==> config.mk <==
export PLATFORM = sky130hd
export DESIGN_NAME = tsq_order_guard
export DESIGN_NICKNAME = d
export VERILOG_FILES = /design/src/rtl/tsq_pkg.sv /design/src/rtl/tsq_last_store.sv /design/src/rtl/tsq_judge.sv /design/src/rtl/tsq_err_flag.sv /design/src/rtl/tsq_order_guard.sv
export SDC_FILE = /design/constraint.sdc
export NUM_CORES = 1
export LEC_CHECK = 0
export BUFFER_PORTS_ARGS = -buffer_cell sky130_fd_sc_hd__clkbuf_2
export CAP_MARGIN = 20
export CORE_UTILIZATION = 50
export CTS_BUF_LIST = sky130_fd_sc_hd__clkbuf_4
export DETAILED_ROUTE_END_ITERATION = 7
export PLACE_DENSITY = 0.72
export SYNTH_ARGS = -nofsm -noshare
export SYNTH_HDL_FRONTEND = slang
export SYNTH_SLANG_ARGS = --single-unit
==> constraint.sdc <==
create_clock -name clk -period 10.6 [get_ports clk]
set_clock_uncertainty 0.15 [all_clocks]
set_input_delay 0.53 -clock clk [delete_from_list [all_inputs] [get_ports clk]]
set_output_delay 0.53 -clock clk [all_outputs]
set_load 0.005 [all_outputs]
==> src/rtl/tsq_pkg.sv <==
package tsq_pkg;
  typedef enum logic [1:0] {
    VERD_OK   = 2'd0,
    VERD_SEQ  = 2'd1,
    VERD_COL  = 2'd2,
    VERD_BUSY = 2'd3
  } verdict_t;

  localparam int N_ERR   = 3;
  localparam int ERR_SEQ = 0;
  localparam int ERR_COL = 1;
  localparam int ERR_BSY = 2;
endpackage

==> src/rtl/tsq_last_store.sv <==
// Per-channel last-accepted timestamp storage. The array has no reset so it
// can map onto block RAM; a separate written-bit vector makes unwritten
// entries read as zero. A one-entry bypass covers a write and a read of the
// same address on the same edge.
module tsq_last_store #(
  parameter int TS_W = 64,
  parameter int AW   = 2
) (
  input  logic            clk,
  input  logic            rst,
  input  logic [AW-1:0]   raddr,
  input  logic            we,
  input  logic [AW-1:0]   waddr,
  input  logic [TS_W-1:0] wdata,
  output logic [TS_W-1:0] rdata
);
  localparam int DEPTH = 1 << AW;

  logic [TS_W-1:0] mem [DEPTH];
  logic [TS_W-1:0] mem_q;
  logic [DEPTH-1:0] written;
  logic            written_q;
  logic            byp_hit;
  logic [TS_W-1:0] byp_data;
  logic            same_addr;

  assign same_addr = we && (waddr == raddr);

  always_ff @(posedge clk) begin
    if (we) mem[waddr] <= wdata;
    mem_q <= mem[raddr];
  end

  always_ff @(posedge clk) begin
    if (rst) begin
      written   <= '0;
      written_q <= 1'b0;
      byp_hit   <= 1'b0;
      byp_data  <= '0;
    end else begin
      if (we) written[waddr] <= 1'b1;
      written_q <= written[raddr];
      byp_hit   <= same_addr;
      byp_data  <= wdata;
    end
  end

  assign rdata = byp_hit   ? byp_data :
                 written_q ? mem_q    : '0;
endmodule

==> src/rtl/tsq_judge.sv <==
module tsq_judge
  import tsq_pkg::*;
#(
  parameter int TS_W   = 64,
  parameter int FINE_W = 3
) (
  input  logic [TS_W-1:0] ts,
  input  logic [TS_W-1:0] last,
  input  logic            busy,
  output verdict_t        verdict
);
  logic collide;
  logic behind;

  generate
    if (FINE_W > 0) begin : g_fine
      assign collide = (ts[TS_W-1:FINE_W] == last[TS_W-1:FINE_W]) &&
                       (ts[FINE_W-1:0] != last[FINE_W-1:0]);
    end else begin : g_nofine
      assign collide = 1'b0;
    end
  endgenerate

  assign behind = (ts <= last);

  always_comb begin
    if (busy)         verdict = VERD_BUSY;
    else if (collide) verdict = VERD_COL;
    else if (behind)  verdict = VERD_SEQ;
    else              verdict = VERD_OK;
  end
endmodule

==> src/rtl/tsq_err_flag.sv <==
module tsq_err_flag #(
  parameter int CH_W = 2
) (
  input  logic            clk,
  input  logic            rst,
  input  logic            clr,
  input  logic            hit,
  input  logic [CH_W-1:0] hit_chan,
  output logic            flag,
  output logic [CH_W-1:0] chan
);
  always_ff @(posedge clk) begin
    if (rst) begin
      flag <= 1'b0;
      chan <= '0;
    end else if (hit && (!flag || clr)) begin
      flag <= 1'b1;
      chan <= hit_chan;
    end else if (clr) begin
      flag <= 1'b0;
    end
  end
endmodule

==> src/rtl/tsq_order_guard.sv <==
module tsq_order_guard
  import tsq_pkg::*;
#(
  parameter int NCH        = 4,
  parameter int TS_W       = 64,
  parameter int FINE_RATIO = 8,
  localparam int CH_W      = (NCH > 1) ? $clog2(NCH) : 1
) (
  input  logic            clk,
  input  logic            rst,
  input  logic            ev_valid,
  input  logic [CH_W-1:0] ev_chan,
  input  logic [TS_W-1:0] ev_ts,
  input  logic [NCH-1:0]  chan_busy,
  input  logic            err_clr,
  output logic            acc_valid,
  output logic [CH_W-1:0] acc_chan,
  output logic [TS_W-1:0] acc_ts,
  output logic            seq_err,
  output logic [CH_W-1:0] seq_chan,
  output logic            col_err,
  output logic [CH_W-1:0] col_chan,
  output logic            busy_err,
  output logic [CH_W-1:0] busy_chan
);
  localparam int FINE_W = (FINE_RATIO > 1) ? $clog2(FINE_RATIO) : 0;
  localparam int DEPTH  = 1 << CH_W;

  logic [DEPTH-1:0] busy_ext;
  assign busy_ext = DEPTH'(chan_busy);

  // stage 1: event registered while its stored timestamp is read
  logic            s1_valid;
  logic [CH_W-1:0] s1_chan;
  logic [TS_W-1:0] s1_ts;
  logic            s1_busy;

  always_ff @(posedge clk) begin
    if (rst) s1_valid <= 1'b0;
    else     s1_valid <= ev_valid;
    s1_chan <= ev_chan;
    s1_ts   <= ev_ts;
    s1_busy <= busy_ext[ev_chan];
  end

  logic [TS_W-1:0] last_ts;
  verdict_t        verdict;
  logic            accept;

  assign accept = s1_valid && (verdict == VERD_OK);

  tsq_last_store #(.TS_W(TS_W), .AW(CH_W)) u_store (
    .clk   (clk),
    .rst   (rst),
    .raddr (ev_chan),
    .we    (accept),
    .waddr (s1_chan),
    .wdata (s1_ts),
    .rdata (last_ts)
  );

  tsq_judge #(.TS_W(TS_W), .FINE_W(FINE_W)) u_judge (
    .ts      (s1_ts),
    .last    (last_ts),
    .busy    (s1_busy),
    .verdict (verdict)
  );

  // busy drops are remembered per channel and reported by the next event
  logic [DEPTH-1:0] pend_busy;
  always_ff @(posedge clk) begin
    if (rst)           pend_busy <= '0;
    else if (s1_valid) pend_busy[s1_chan] <= s1_busy;
  end

  always_ff @(posedge clk) begin
    if (rst) begin
      acc_valid <= 1'b0;
      acc_chan  <= '0;
      acc_ts    <= '0;
    end else begin
      acc_valid <= accept;
      acc_chan  <= s1_chan;
      acc_ts    <= s1_ts;
    end
  end

  logic [N_ERR-1:0] err_hit;
  logic [N_ERR-1:0] err_flag;
  logic [CH_W-1:0]  err_chan [N_ERR];

  assign err_hit[ERR_SEQ] = s1_valid && (verdict == VERD_SEQ);
  assign err_hit[ERR_COL] = s1_valid && (verdict == VERD_COL);
  assign err_hit[ERR_BSY] = s1_valid && pend_busy[s1_chan];

  generate
    for (genvar g = 0; g < N_ERR; g++) begin : g_flag
      tsq_err_flag #(.CH_W(CH_W)) u_flag (
        .clk      (clk),
        .rst      (rst),
        .clr      (err_clr),
        .hit      (err_hit[g]),
        .hit_chan (s1_chan),
        .flag     (err_flag[g]),
        .chan     (err_chan[g])
      );
    end
  endgenerate

  assign seq_err   = err_flag[ERR_SEQ];
  assign seq_chan  = err_chan[ERR_SEQ];
  assign col_err   = err_flag[ERR_COL];
  assign col_chan  = err_chan[ERR_COL];
  assign busy_err  = err_flag[ERR_BSY];
  assign busy_chan = err_chan[ERR_BSY];
endmodule

==> results of run 1 <==
metal layers:
| layer | vias up | part of all wire (%) |
|---|---|---|
| met5 | - | 0 |
| met3 | 50 | 5.8 |
| met4 | 0 | 1.9 |
| met1 | 4576 | 44 |
| li1 | 4404 | - |
| met2 | 275 | 49 |
power by group:
part | leakage, nW | total [mW] | internal, mW | switching [mW]
Clock | 0.918 | 1.50 | 0.821 | 0.679
Sequential | 4.13 | 2.05 | 2.00 | 0.0489
Combinational | 2.44 | 0.164 | 0.0906 | 0.0734
critical path: stages, from the launching register on:
cell      delay (ns)
dfxtp_2         0.31
buf_4           0.35
nor2b_4         0.79
buf_4           0.50
a22oi_1         0.13
ha_1            0.36
nand4_1         0.19
nor4_4          0.43
and3_2          0.25
o311a_1         0.16
a211oi_1        0.06
o211ai_2        0.12
and3_1          0.39
and3_2          0.60
buf_4           0.69
metrics by stage:
| stage | hold WS (ns) | setup slack (ns) | power (mW) |
|---|---|---|---|
| floorplan | 0.2834 | 5.797 | 2.161 |
| detailed placement | 0.3034 | 4.656 | 2.233 |
| global route | 0.1840 | 4.218 | 3.886 |
| CTS | 0.1653 | 4.606 | 3.759 |
| finish | 0.2452 | 4.666 | 3.711 |
| global placement | 0.2950 | 4.820 | 2.227 |
cell usage after synthesis (all sizes together) (2+ instances only):
library cell / n
edfxtp: 256
dfxtp: 218
nor2b: 71
ha: 69
mux4: 67
a22oi: 63
a21oi: 33
clkbuf: 32
nand2: 25
nor2: 16
buf: 12
nand3: 12
nand4: 11
o21ai: 10
a21o: 7
and3: 7
mux2i: 7
a22o: 5
inv: 5
nor3: 5
a211oi: 3
and2: 3
nand3b: 3
nor3b: 3
nor4: 3
and3b: 2
and4: 2
mux2: 2
o211ai: 2
xnor2: 2
logic make-up after synthesis:
group / share of synthesized area, %
AND/OR/NAND/NOR: 5.928
XOR/XNOR: 0.1056
adder cells (fa/ha/maj): 5.204
multiplexers: 9.653
buffers and inverters: 1.192
AO/OA/AOI/OAI: 5.279
flip-flops: 72.64
sequential cells by signal, summed over array words and instances (netlist names):
register            count
s1_busy                 1
u_store.mem           256
u_store.written         4
u_store.written_q       1
u_store.byp_data       64
u_store.mem_q          64
acc_chan                2
s1_valid                1
s1_ts                  64
u_store.byp_hit         1
acc_valid               1
g_flag.u_flag.chan      6
s1_chan                 2
pend_busy               4
g_flag.u_flag.flag      3
area by class of cell:
type | instances | area share (%)
sequential | 474 | 60.26
clock buffer | 181 | 6.793
antenna | 1 | 0.01251
multi-input combinational | 439 | 21.77
tap | 442 | 2.765
inverter | 5 | 0.09383
clock inverter | 30 | 0.8382
timing repair buffer | 225 | 7.469
layout by cell type, fill, tap and decap left out, drive strengths merged, types with 12 or more instances in the layout:
| cell | count |
|---|---|
| nand3 | 12 |
| clkbuf | 327 |
| nor2 | 16 |
| edfxtp | 256 |
| ha | 69 |
| dfxtp | 218 |
| a22oi | 63 |
| clkinv | 25 |
| dlygate4sd3 | 69 |
| nor2b | 71 |
| a21oi | 33 |
| mux4 | 67 |
| nand2 | 25 |
worst max-delay path by stage:
stage / from / end / depth (start not counted)
floorplan: u_store.written_q$_SDFF_PP0_ / u_store.mem[1][0]$_DFFE_PP_ / 14
finish: u_store.byp_hit$_SDFF_PP0_ / u_store.mem[3][26]$_DFFE_PP_ / 14
global placement: u_store.byp_hit$_SDFF_PP0_ / u_store.mem[3][25]$_DFFE_PP_ / 14
global route: u_store.byp_hit$_SDFF_PP0_ / u_store.mem[1][28]$_DFFE_PP_ / 14
CTS: u_store.byp_hit$_SDFF_PP0_ / u_store.mem[3][26]$_DFFE_PP_ / 14
detailed placement: u_store.byp_hit$_SDFF_PP0_ / u_store.mem[1][24]$_DFFE_PP_ / 14
==> key figures, run 1 <==
Status
  • Run status: completed

STA
  • Final Hold Fails: 0
  • Slew margin rel.: 29.64%
  • Max-slew violation count: 0
  • Period Utilization, post-route: 55.98%
  • Min cycle time layout: 5.934 ns
  • Worst slew pin tran: 1.055 ns
  • Fmax: 168.5 MHz
  • Final setup TNS: 0 ns
  • RSZ-0062 raised after global routing: no
  • Final setup fails: 0

Layout
  • Final #Nets: 1401
  • Post-route insts no fill: 1797
  • Final Cell Area: 20000 µm²
  • Area growth from synthesis to final layout: 20.57%
  • Filler Cells Inserted: 2454
  • Multi-input logic area: 4355 µm²
  • Layout Utilization: 61.32%
  • Reg area: 12050 µm²
  • Layout cells sized above 1: 31.61%

Critical path
  • Startpoint types: register
  • Reg-to-Reg End: u_store.mem[3][26]$_DFFE_PP_
  • Worst r2r src: u_store.byp_hit$_SDFF_PP0_
  • R2R depth: 14
  • R2R setup slack: 4.67 ns
  • Critical path arrival: 6.15 ns
  • Critical path type: reg2reg
  • Crit. End Element: register
  • Required @ worst endpoint: 10.82 ns
  • CP max FO: 66

Hold path
  • Hold Path Origin: ev_ts[30]
  • Min-Delay Endpoint: s1_ts[30]$_DFF_P_
  • Hold depth: 2
  • Worst Hold Class: in2reg

Clock tree
  • TritonCTS clock tree: yes
  • Post-CTS Setup Inserts: 0
  • Clk buf depth: 3
  • Hold_buf cts: 69
  • PostCTS Resize Cnt: 0
  • Clock sinks: 474
  • CTS clock-pin slew for the worst setup and hold paths: 0.06 ns
  • H-tree depth: 3
  • Clk root buf: clkbuf_4
  • Skew-Pair Late Insertion Delay: 0.77 ns
  • Cts bufs inserted: 113

Global route
  • Met2 Use GR: 33.15%
  • Vias in the first global route: 9800
  • Global Route Usage Sum: 20.62%
  • First-pass GRT wire length: 52320 µm
  • Overflow after GRT: 0
  • Met3 Track Usage GR: 5.789%
  • Busiest layer in global routing: met2
  • Initial antenna violation count: 1
  • Met1 Usage GRT: 26.64%
  • Largest net degree at the start of global routing: 85

Placed design
  • Post-placement cell area: 17780 µm²
  • I/O Buffers: 149
  • Dpl hpwl: 19370 µm
  • Dpl cells: 1516
  • RePlAce Congestion: 0.7617

Logic synthesis
  • Area contributors post-synth: edfxtp_1 46%, dfxtp_1 26%, mux4_2 9.1%
  • Post-synth EDFFs: 256
  • YS warnings: 0
  • Post-Syn Instances: 962
  • Syn_area_per_cell: 17.25 µm²
  • Async set-reset flop share out of synthesis: 0%
  • Netlist cell types: 44
  • Yosys top cell area share: 46.33%
  • Yosys top cell by area: edfxtp_1
  • Sequential share of the synthesized area: 72.64%
  • Most used flip-flop cell after synthesis: edfxtp_1
  • FF+latch count, synth: 474
  • Post-Syn Area: 16590 µm²
  • Syn Nets: 1105

Detailed routing
  • Pre-antenna DRT Iters: 5
  • Average routed wire per standard cell: 18.48 µm
  • DRC errors left: 0
  • Total Wirelength: 33210 µm
  • DR iter-0 viols: 546
  • Via count: 9305
  • Vias/cell: 5.178
  • Antenna-violating nets left: 0

Die
  • Core Region: 32620 µm²
  • Die width: 184.2 µm
  • Initial Util: 50.86%
  • # IOs: 150
  • Die area: 33910 µm²
  • Rows: 66
  • Die Ht: 184.2 µm

Power and ir drop
  • Pwr Density: 185.5 nW/µm²
  • Pleak: 7.494 nW
  • Peak supply drop: 0.1269 mV

Flow run
  • Max Cap Viol: 0
Power figures use the tool's default switching activity.
==> run 2: changes to the inputs <==
Settings changed: ABC_AREA from default to 1, PLACE_DENSITY 0.72 to 0.74.
Clock period 10.6 ns to 5.2 ns, I/O delays scaled along.
==> key figures, run 2 <==
Status
  • Run status: completed

Detailed routing
  • Total Wirelength: 40130 µm (+21%)
  • Antenna-violating nets left: 0 (unchanged)
  • DRC errors left: 0 (unchanged)
  • Via count: 11984 (+29%)
  • Pre-antenna DRT Iters: 5 (unchanged)
  • Average routed wire per standard cell: 17.49 µm (-5.4%)
  • DR iter-0 viols: 876 (+60%)
  • Vias/cell: 5.222 (+0.84%)

Critical path
  • Crit. End Element: register
  • Startpoint types: register
  • CP max FO: 64 (-3.0%)
  • Delay of the slowest critical-path stage: 0.61 ns (-0.18 ns)
  • CP max stage cell: buf_4
  • Required @ worst endpoint: 5.54 ns (-5.28 ns)
  • Critical-path cell list: buf_4 > a22oi_1 > ha_1 > nand2_1 > nor2_1 > nand4_1 > nor3b_2 > nand2_1 > nand2_2 > nand4_1 > inv_2 > buf_4
  • Critical path arrival: 4.44 ns (-1.71 ns)
  • Critical path type: reg2reg

Logic synthesis
  • Most used flip-flop cell after synthesis: edfxtp_1
  • Yosys top cell by area: edfxtp_1
  • Area contributors post-synth: edfxtp_1 45%, dfxtp_1 26%, ha_1 5.1%
  • YS warnings: 0 (unchanged)
  • Syn Nets: 1537 (+39%)
  • Post-Syn Area: 16940 µm² (+2.1%)
  • Sequential share of the synthesized area: 71.13% (-1.5 points)
  • Yosys top cell area share: 45.37% (-0.96 points)
  • Netlist cell types: 32 (-27%)
  • Syn_area_per_cell: 12.15 µm² (-30%)
  • Count leader, synth: edfxtp_1
  • Top cells by count, synth: 256 x edfxtp_1, 219 x nor2_1, 218 x dfxtp_1
  • FF+latch count, synth: 474 (unchanged)
  • Async set-reset flop share out of synthesis: 0% (unchanged)
  • Post-Syn Instances: 1394 (+45%)
  • Post-synth EDFFs: 256 (unchanged)

Global route
  • Busiest layer in global routing: met2
  • Met3 Track Usage GR: 4.852% (-0.94 points)
  • Largest net degree at the start of global routing: 77 (-9.4%)
  • Met2 Use GR: 39.49% (+6.3 points)
  • Overflow after GRT: 0 (unchanged)
  • Global Route Usage Sum: 23.90% (+3.3 points)
  • Initial antenna violation count: 2 (+1)
  • First-pass GRT wire length: 62970 µm (+20%)
  • Met1 Usage GRT: 30.73% (+4.1 points)
  • Vias in the first global route: 12059 (+23%)

Clock tree
  • CTS clock-pin slew for the worst setup and hold paths: 0.07 ns (about the same)
  • Clk buf depth: 3 (unchanged)
  • H-tree depth: 3 (unchanged)
  • Skew-Pair Late Insertion Delay: 0.86 ns (+0.09 ns)
  • PostCTS Resize Cnt: 0 (unchanged)
  • Clock sinks: 474 (unchanged)
  • TritonCTS clock tree: yes
  • Cts bufs inserted: 113 (unchanged)
  • Clk root buf: clkbuf_4

Hold path
  • Worst Hold Class: in2reg

STA
  • Final setup TNS: 0 ns (unchanged)
  • Worst Hold Slack: 0.1591 ns (-0.08615 ns)
  • Max-slew violation count: 0 (unchanged)
  • Period Utilization, post-route: 78.79% (+23 points)
  • RSZ-0062 raised after global routing: no
  • Final setup fails: 0 (unchanged)
  • Min cycle time layout: 4.097 ns (-1.837 ns)
  • Fmax: 244.1 MHz (+45%)
  • Slew margin rel.: 36.60% (+7.0 points)
  • Worst slew pin tran: 0.9510 ns (-0.1045 ns)
  • Final Hold Fails: 0 (unchanged)

Layout
  • Max reg flops: 256 (unchanged)
  • Area growth from synthesis to final layout: 24.95%
  • Layout cells sized above 1: 21.15% (-10 points)
  • Filler Cells Inserted: 2506 (+2.1%)
  • Leading cell type in the layout, fill and taps excluded: edfxtp_1
  • Most flop-heavy register: u_store.mem
  • Commonest cells after routing, fill and taps aside: 256 x edfxtp_1, 219 x nor2_1, 217 x dfxtp_1
  • Final #Nets: 1887 (+35%)

Placed design
  • RePlAce Congestion: 0.8209 (+7.8%)
  • I/O Buffers: 149 (unchanged)
  • Dpl hpwl: 23180 µm (+20%)

Die
  • Die width: 186.1 µm (+1.0%)
  • Die area: 34630 µm² (+2.1%)
  • Die Ht: 186.1 µm (+1.0%)
  • # IOs: 150 (unchanged)
  • Core Region: 33450 µm² (+2.5%)
  • Initial Util: 50.65% (-0.21 points)
  • Rows: 67 (+1.5%)

Flow run
  • Max Cap Viol: 0 (unchanged)

Power and ir drop
  • Pleak: 8.462 nW (+13%)
  • Peak supply drop: 0.2414 mV (+90%)
  • Final Power: 7.910 mW (+110%)
  • Pwr Density: 373.7 nW/µm² (+100%)
-- run 2: cell types whose count changed in the layout (fill, tap and decap cells not counted), sizes merged, moves of 8 or more --
| cell | previous run | this run |
|---|---|---|
| nor2b | 71 | 0 |
| dlygate4sd3 | 69 | 137 |
| o22ai | 0 | 65 |
| mux4 | 67 | 0 |
| a21oi | 33 | 41 |
| inv | 8 | 118 |
| o21ai | 10 | 141 |
| buf | 10 | 18 |
| nor2 | 16 | 223 |
| nand2 | 25 | 79 |
-- run 2: path summary, 6_finish.rpt --
| check | startpoint | endpoint | slack [ns] | cells past startpoint |
|---|---|---|---|---|
| worst max-delay path | u_store.byp_hit$_SDFF_PP0_ | u_store.mem[2][56]$_DFFE_PP_ | 1.10 | 12 |
| worst min-delay path | err_clr | g_flag[1].u_flag.flag$_SDFFE_PP0P_ | 0.16 | 5 |
| worst max register to register | u_store.byp_hit$_SDFF_PP0_ | u_store.mem[2][56]$_DFFE_PP_ | 1.10 | 12 |
| worst min register to register | g_flag[2].u_flag.chan[1]$_SDFFE_PP0P_ | g_flag[2].u_flag.chan[1]$_SDFFE_PP0P_ | 0.31 | 2 |
-- run 2: what timing repair did --
action / in CTS / in global routing
hold buffers: 137 / 0
setup buffers: 0 / 0
hold endpoints to repair: 137 / 0
-- run 2: routing by layer --
layer | up-vias | part of all wire, %
li1 | 5704 | -
met1 | 5710 | 42
met2 | 485 | 49
met3 | 85 | 6.7
met4 | 0 | 2.5
met5 | - | 0
-- run 2: per-stage QoR --
step | cells | utilization [%] | instance area (µm²) | setup WS, ns
2_1_floorplan | 1394 | - | 16940 | 1.179
3_3_place_gp | 1940 | 54.33 | 18170 | 1.271
3_5_place_dp | 1940 | 54.33 | 18170 | 1.159
4_1_cts | 2292 | 63.27 | 21160 | 1.127
5_1_grt | 2295 | 63.29 | 21170 | 0.8629
6_report | 2295 | 63.29 | 21170 | 1.103
-- run 2: critical path: cells and delay by family (launching register included) --
| family | cells | cell delay [ns] |
|---|---|---|
| buffers and inverters | 3 | 1.45 |
| AO/OA/AOI/OAI | 1 | 0.21 |
| AND/OR/NAND/NOR | 7 | 1.24 |
| flip-flops | 1 | 0.32 |
| adder cells (fa/ha/maj) | 1 | 0.34 |
-- run 2: cell families after synthesis --
group / count (synthesis) / share of synthesized area [%]
flip-flops: 474 / 71.13
AO/OA/AOI/OAI: 324 / 11.23
buffers and inverters: 183 / 4.054
XOR/XNOR: 2 / 0.1034
AND/OR/NAND/NOR: 342 / 8.382
adder cells (fa/ha/maj): 69 / 5.096
-- run 2: cell type report --
cell class | instances | area [µm²] | area share, %
Multi-Input combinational cell | 737 | 4204 | 19.86
Clock inverter | 31 | 236.5 | 1.117
Inverter | 116 | 436.7 | 2.063
Timing Repair Buffer | 302 | 2290 | 10.82
Tap cell | 448 | 560.5 | 2.648
Clock buffer | 184 | 1381 | 6.525
Sequential cell | 474 | 12050 | 56.94
Antenna cell | 3 | 7.507 | 0.03546
-- run 2: where the power goes --
group	switching [mW]	internal (mW)	total (mW)	leakage (nW)
Combinational	0.265	0.219	0.484	3.36
Sequential	0.0996	4.06	4.16	4.13
Clock	1.46	1.80	3.26	0.966
